===== src/rtl/kwd_pkg.sv =====
package kwd_pkg;

  localparam int          CFG_W     = 32;
  localparam int          SEL_W     = 5;
  localparam logic [7:0]  KEY_ARM   = 8'h55;
  localparam logic [7:0]  KEY_FIRE  = 8'hAA;
  localparam logic [31:0] CFG_RESET = 32'h0001_0080;
  localparam logic [31:0] CFG_MASK  = 32'h007F_1F9F;
  localparam int          SEAL_BIT  = 3;

  // Full-width view of the configuration word, pads included.
  typedef struct packed {
    logic [7:0]       key;
    logic             pad23;
    logic [SEL_W-1:0] ban_sel;
    logic             src_sel;
    logic             tick_en;
    logic [2:0]       pad15;
    logic [SEL_W-1:0] tmo_sel;
    logic             cal_ok;
    logic [1:0]       pad6;
    logic             irq_mode;
    logic             seal;
    logic             win_mode;
    logic             spare;
    logic             run;
  } kwd_cfg_t;

  function automatic logic [7:0] key_field(input logic [CFG_W-1:0] word);
    return word[CFG_W-1 -: 8];
  endfunction

  function automatic logic [CFG_W-1:0] cfg_clean(input logic [CFG_W-1:0] word);
    return word & CFG_MASK;
  endfunction

endpackage


===== src/rtl/kwd_keygate.sv =====
module kwd_keygate
  import kwd_pkg::*;
(
  input  logic             clk,
  input  logic             rst_n,
  input  logic             wr_en,
  input  logic [CFG_W-1:0] wr_data,
  output logic [CFG_W-1:0] cfg_word,
  output logic             cfg_take
);

  logic             armed_q;
  logic [CFG_W-1:0] cfg_q;
  logic [7:0]       key;
  logic             key_is_arm;
  logic             key_is_fire;
  logic             sealed;

  assign key         = key_field(wr_data);
  assign key_is_arm  = wr_en && (key == KEY_ARM);
  assign key_is_fire = wr_en && (key == KEY_FIRE) && armed_q;
  assign sealed      = cfg_q[SEAL_BIT];
  assign cfg_take    = key_is_fire && !sealed;
  assign cfg_word    = cfg_q;

  always_ff @(posedge clk or negedge rst_n) begin
    if (!rst_n) begin
      armed_q <= 1'b0;
      cfg_q   <= CFG_RESET;
    end else begin
      if (wr_en) armed_q <= key_is_arm;
      if (cfg_take) cfg_q <= cfg_clean(wr_data);
    end
  end

  p_sealed_frozen_r9: assert property (@(posedge clk) disable iff (!rst_n)
    sealed |=> $stable(cfg_q));

  p_keyed_change_r2: assert property (@(posedge clk) disable iff (!rst_n)
    !$stable(cfg_q) |-> ($past(wr_en) && ($past(wr_data[31:24]) == KEY_FIRE)));

  p_arm_no_change_r2: assert property (@(posedge clk) disable iff (!rst_n)
    (wr_en && wr_data[31:24] == KEY_ARM) |=> $stable(cfg_q));

endmodule


===== src/rtl/kwd_counter.sv =====
module kwd_counter
  import kwd_pkg::*;
#(
  parameter int CNT_W = 32
) (
  input  logic             clk,
  input  logic             rst_n,
  input  logic             run,
  input  logic             tick_en,
  input  logic             win_mode,
  input  logic [SEL_W-1:0] tmo_sel,
  input  logic [SEL_W-1:0] ban_sel,
  input  logic             tick,
  input  logic             kick,
  output logic             ev_timeout,
  output logic             ev_early,
  output logic [CNT_W-1:0] cnt_o
);

  localparam logic [CNT_W-1:0] ONE = {{(CNT_W-1){1'b0}}, 1'b1};

  // Weight of counter bit `sel`; zero when the bit lies beyond the counter.
  function automatic logic [CNT_W-1:0] bit_weight(input logic [SEL_W-1:0] sel);
    return ONE << sel;
  endfunction

  logic [CNT_W-1:0] cnt_q;
  logic [CNT_W-1:0] cnt_inc;
  logic             in_ban;
  logic             step;
  logic             kick_live;

  assign cnt_inc    = cnt_q + ONE;
  assign in_ban     = win_mode && (cnt_q < bit_weight(ban_sel));
  assign kick_live  = run && kick;
  assign step       = run && tick_en && tick && !kick;
  assign ev_timeout = step && (cnt_inc == bit_weight(tmo_sel));
  assign ev_early   = kick_live && in_ban;
  assign cnt_o      = cnt_q;

  always_ff @(posedge clk or negedge rst_n) begin
    if (!rst_n) begin
      cnt_q <= '0;
    end else if (!run || kick_live || ev_timeout) begin
      cnt_q <= '0;
    end else if (step) begin
      cnt_q <= cnt_inc;
    end
  end

  p_off_clears_r4: assert property (@(posedge clk) disable iff (!rst_n)
    !run |=> (cnt_q == '0));

  p_idle_holds_r4: assert property (@(posedge clk) disable iff (!rst_n)
    (run && !tick && !kick) |=> $stable(cnt_q));

  p_kick_clears_r7: assert property (@(posedge clk) disable iff (!rst_n)
    kick_live |=> (cnt_q == '0));

  p_no_dual_event_r7: assert property (@(posedge clk) disable iff (!rst_n)
    !(ev_timeout && ev_early));

endmodule


===== src/rtl/kwd_alarm.sv =====
module kwd_alarm (
  input  logic clk,
  input  logic rst_n,
  input  logic fire,
  input  logic irq_mode,
  output logic rst_req,
  output logic irq_req
);

  always_ff @(posedge clk or negedge rst_n) begin
    if (!rst_n) begin
      rst_req <= 1'b0;
      irq_req <= 1'b0;
    end else begin
      rst_req <= fire && !irq_mode;
      irq_req <= fire && irq_mode;
    end
  end

  p_one_kind_r8: assert property (@(posedge clk) disable iff (!rst_n)
    !(rst_req && irq_req));

  p_route_irq_r8: assert property (@(posedge clk) disable iff (!rst_n)
    (fire && irq_mode) |=> (irq_req && !rst_req));

endmodule


===== src/rtl/keyed_window_watchdog.sv =====
module keyed_window_watchdog
  import kwd_pkg::*;
#(
  parameter int CNT_W = 32
) (
  input  logic        clk,
  input  logic        rst_n,
  input  logic        wr_en,
  input  logic [31:0] wr_data,
  output logic [31:0] rd_data,
  input  logic        tick,
  input  logic        kick,
  output logic        wdt_rst,
  output logic        wdt_irq,
  output logic        clk_src_sel
);

  logic [CFG_W-1:0] cfg_word;
  logic             cfg_take;
  kwd_cfg_t         cfg;
  logic             ev_timeout;
  logic             ev_early;
  logic             ev_any;
  logic [CNT_W-1:0] cnt;

  kwd_keygate u_keygate (
    .clk      (clk),
    .rst_n    (rst_n),
    .wr_en    (wr_en),
    .wr_data  (wr_data),
    .cfg_word (cfg_word),
    .cfg_take (cfg_take)
  );

  assign cfg = kwd_cfg_t'(cfg_word);

  kwd_counter #(.CNT_W(CNT_W)) u_counter (
    .clk        (clk),
    .rst_n      (rst_n),
    .run        (cfg.run),
    .tick_en    (cfg.tick_en),
    .win_mode   (cfg.win_mode),
    .tmo_sel    (cfg.tmo_sel),
    .ban_sel    (cfg.ban_sel),
    .tick       (tick),
    .kick       (kick),
    .ev_timeout (ev_timeout),
    .ev_early   (ev_early),
    .cnt_o      (cnt)
  );

  assign ev_any = ev_timeout || ev_early;

  kwd_alarm u_alarm (
    .clk      (clk),
    .rst_n    (rst_n),
    .fire     (ev_any),
    .irq_mode (cfg.irq_mode),
    .rst_req  (wdt_rst),
    .irq_req  (wdt_irq)
  );

  assign rd_data     = cfg;
  assign clk_src_sel = cfg.src_sel;

  p_zero_after_event_r5: assert property (@(posedge clk) disable iff (!rst_n)
    (wdt_rst || wdt_irq) |-> (cnt == '0));

  p_take_is_keyed_r2: assert property (@(posedge clk) disable iff (!rst_n)
    cfg_take |-> (wr_en && wr_data[31:24] == 8'hAA));

  p_disabled_silent_r11: assert property (@(posedge clk) disable iff (!rst_n)
    !cfg.run |=> !(wdt_rst || wdt_irq));

endmodule


===== config.mk =====
export PLATFORM = sky130hd
export DESIGN_NAME = keyed_window_watchdog
export DESIGN_NICKNAME = d
export VERILOG_FILES = /design/src/rtl/kwd_pkg.sv /design/src/rtl/kwd_keygate.sv /design/src/rtl/kwd_counter.sv /design/src/rtl/kwd_alarm.sv /design/src/rtl/keyed_window_watchdog.sv
export SDC_FILE = /design/constraint.sdc
export NUM_CORES = 1
export LEC_CHECK = 0
export BUFFER_PORTS_ARGS = -buffer_cell sky130_fd_sc_hd__clkbuf_2
export CORE_UTILIZATION = 59
export DETAILED_ROUTE_END_ITERATION = 8
export PLACE_DENSITY = 0.82
export SYNTH_ARGS = -nofsm -noshare
export SYNTH_HDL_FRONTEND = slang
export SYNTH_SLANG_ARGS = --single-unit

===== constraint.sdc =====
create_clock -name clk -period 4.4 [get_ports clk]
set_clock_uncertainty 0.05 [all_clocks]
set_input_delay 0.66 -clock clk [delete_from_list [all_inputs] [get_ports clk]]
set_output_delay 0.66 -clock clk [all_outputs]
set_load 0.01 [all_outputs]

==> impl_metrics.py <==
metrics = {
    "run_status": {
        "status": "complete, no violations",
    },
    "layout": {
        "diodes": 0,
        "regArea_um2": 1330,
        "multi_input_area_um2": 3260,
        "drive_gt1_share_pct": 16.1,
        "area_delta_synth_final_pct": 5.64,
        "fillers": 674,
        "fin_nets": 672,
        "post-route-util_pct": 65.7,
    },
    "drt": {
        "first_iter_violations": 277,
        "ant_nets": 0,
        "via_per_inst": 6.31,
        "first_pass_iters": 5,
        "wl_um": 12700,
        "vias": 4452,
        "drc": 0,
        "routedWlPerCell_um": 18.0,
    },
    "worst_setup_path": {
        "r2r_start": "u_keygate.cfg_word[8]",
        "cp-start-kind": "flop",
        "critPathCaptureType": "flop",
        "worstPathMaxFanout": 32,
        "rrSetupSlack_ns": 0.62,
        "rr_worst_depth": 9,
        "cp.required_ns": 4.53,
        "cp.arrival_ns": 3.91,
        "r2r_end": "u_counter.cnt_o[7]",
        "worstSetupPathType": "flop to flop",
    },
    "floorplanning": {
        "fp-row-count": 32,
        "dieArea_um2": 8630,
        "die_x_um": 92.9,
        "start_util_pct": 62.1,
        "dieHeight_um": 92.9,
        "ios": 72,
        "coreArea_um2": 7850,
    },
    "cts": {
        "ctsLongestPathBuffers": 2,
        "cts_hold_buf": 0,
        "numCtsBuffers": 5,
        "clk_pin_slew_ns": 0.11,
        "tritoncts": "built",
        "cts-htree-levels": 2,
        "cts_root_buf": "clkbuf_8",
        "post_cts_buffers": 0,
        "cts_resized": 0,
        "insertion_delay_ns": 0.32,
        "cts_sinks": 53,
    },
    "synthesis": {
        "syn_avg_cell_area_um2": 8.35,
        "yosys_warnings": 0,
        "synth_cell_type_count": 62,
        "synth.cell_area_um2": 4880,
        "synth_area_leader_cell": "dfrtp_1",
        "ys_seq_elements": 53,
        "synth-edff-count": 0,
        "synth_top_cell_area_share_pct": 26.2,
        "synth_cells": 584,
        "synth_common_cells": "nand2_1 (63), nor3_1 (53), dfrtp_1 (51), xnor2_1 (46), nor2_1 (43)",
        "synth_ff_type": "dfrtp_1",
        "synth_area_leaders": "dfrtp_1 (26%), xnor2_1 (8.3%), ha_1 (8.2%)",
        "yosysMostFrequentCell": "nand2_1",
        "ys_seq_area_share_pct": 27.2,
        "postSynth.asyncResetShare_pct": 100,
    },
    "timing": {
        "timing.final.ws_setup_ns": 0.620,
        "finalCritPeriodShare_pct": 85.9,
        "slew_headroom_pct": 40.7,
        "finalSetupViolCount": 0,
        "slew_viol_final": 0,
        "clock.fmax_ghz": 0.265,
        "finalHoldViolCount": 0,
        "worst_slew_pin_slew_ns": 0.887,
        "rsz0062_at_grt": "false",
        "tns_ns": 0,
        "timing.final.crit_period_ns": 3.78,
    },
    "placement": {
        "dp_slack_ns": 0.692,
        "port-buffer-count": 51,
        "dpl.hpwl_um": 9650,
        "gp_congestion": 0.958,
    },
    "grt": {
        "grt_usage_pct": 30.6,
        "grt_pass1_wl_um": 20600,
        "overflow": 0,
        "antenna_found_initial": 1,
        "grt_max_degree": 54,
        "grt_pass1_vias": 4295,
    },
    "power": {
        "p_leak_nw": 2.20,
        "peakVddDrop_mv": 0.165,
        "p_per_area_nw_per_um2": 156,
    },
    "job": {
        "drv_cap": 0,
    },
    "hold_path": {
        "hp-class": "input pin to async pin",
    },
}
==> worst max-delay path by stage <==
stage | from | slack (ns) | end | depth (start not counted)
after detailed placement | u_keygate.cfg_word[8] | 0.69 | u_counter.cnt_o[1] | 9
after floorplan | u_counter.cnt_o[21] | 1.33 | u_counter.cnt_o[0] | 10
final | u_keygate.cfg_word[8] | 0.62 | u_counter.cnt_o[7] | 9
after global placement | u_keygate.cfg_word[8] | 0.79 | u_counter.cnt_o[0] | 9
after CTS | u_keygate.cfg_word[8] | 0.65 | u_counter.cnt_o[7] | 9
after global routing | u_keygate.cfg_word[8] | 0.44 | u_counter.cnt_o[7] | 9
==> registers in the layout, summed over array words and instances, names as in the netlist <==
register            count
u_keygate.armed_q       1
u_alarm.rst_req         1
u_keygate.cfg_word     18
u_alarm.irq_req         1
u_counter.cnt_o        32
==> worst max-delay path: stages (launching register included) <==
cell and delay, ns:
dfrtp_1 0.69, or3b_1 0.60, o21a_1 0.24, or3_1 0.35, a211o_1 0.30, a2111oi_0 0.38
nand4_1 0.33, nor3_4 0.23, buf_4 0.35, nor3_1 0.10
==> kinds of logic after synthesis <==
family,share of synthesized area (%)
AO/OA/AOI/OAI,11.4
XOR/XNOR,12.3
adder cells (fa/ha/maj),8.21
buffers and inverters,7.16
flip-flops,27.2
multiplexers,4.54
other,0.0769
AND/OR/NAND/NOR,29.1
==> where the power goes <==
| part | switching [mW] | total, mW | internal (mW) |
|---|---|---|---|
| clock network | 0.168 | 0.281 | 0.113 |
| logic | 0.0211 | 0.0335 | 0.0123 |
| registers | 0.000543 | 0.488 | 0.487 |
| total | 0.190 | 0.803 | 0.613 |
==> metal layers <==
metal | global-route usage [%] | share of wire, %
met4 | 11.2 | 2.7
met5 | 0 | 0.10
met1 | 41.1 | 43
met3 | 5.58 | 7.2
met2 | 49.3 | 47
==> cell usage in the layout (no fill, tap or decap), types with 4 or more instances in the layout <==
cell type and n:
or3_1 5, nand3_1 22, inv_1 6, conb_1 14, and3_1 7, buf_4 9, nand2b_1 5, o31a_1 4
dfrtp_1 51, o211ai_1 7, mux2_2 17, nand4_1 18, and4_1 5, nor3b_1 5, o21ai_0 10, nor3_1 53
ha_1 32, nand3b_1 6, clkbuf_2 51, nand2_1 63, a21oi_1 12, xnor2_1 46, or4_1 6, clkbuf_8 5
nor2_1 43, nor2b_1 4, a211o_1 4, nor4_1 7, xor2_1 15, a21o_1 16
==> stage by stage <==
stage	area (um2)	hold WS [ns]	cells	total power, mW
floorplan	4930	0.314	597	0.515
global placement	5060	0.414	698	0.529
detailed placement	5060	0.410	698	0.531
CTS	5150	0.430	706	0.818
global route	5150	0.463	706	0.837
finish	5150	0.410	706	0.803
==> final cells by class <==
| cell class | count | share of cell area (%) |
|---|---|---|
| sequential | 53 | 25.8 |
| inverter | 6 | 0.437 |
| timing repair buffer | 60 | 6.27 |
| tap | 102 | 2.48 |
| clock inverter | 3 | 0.413 |
| multi-input combinational | 477 | 63.3 |
| clock buffer | 5 | 1.34 |
Power figures use the tool's default switching activity.
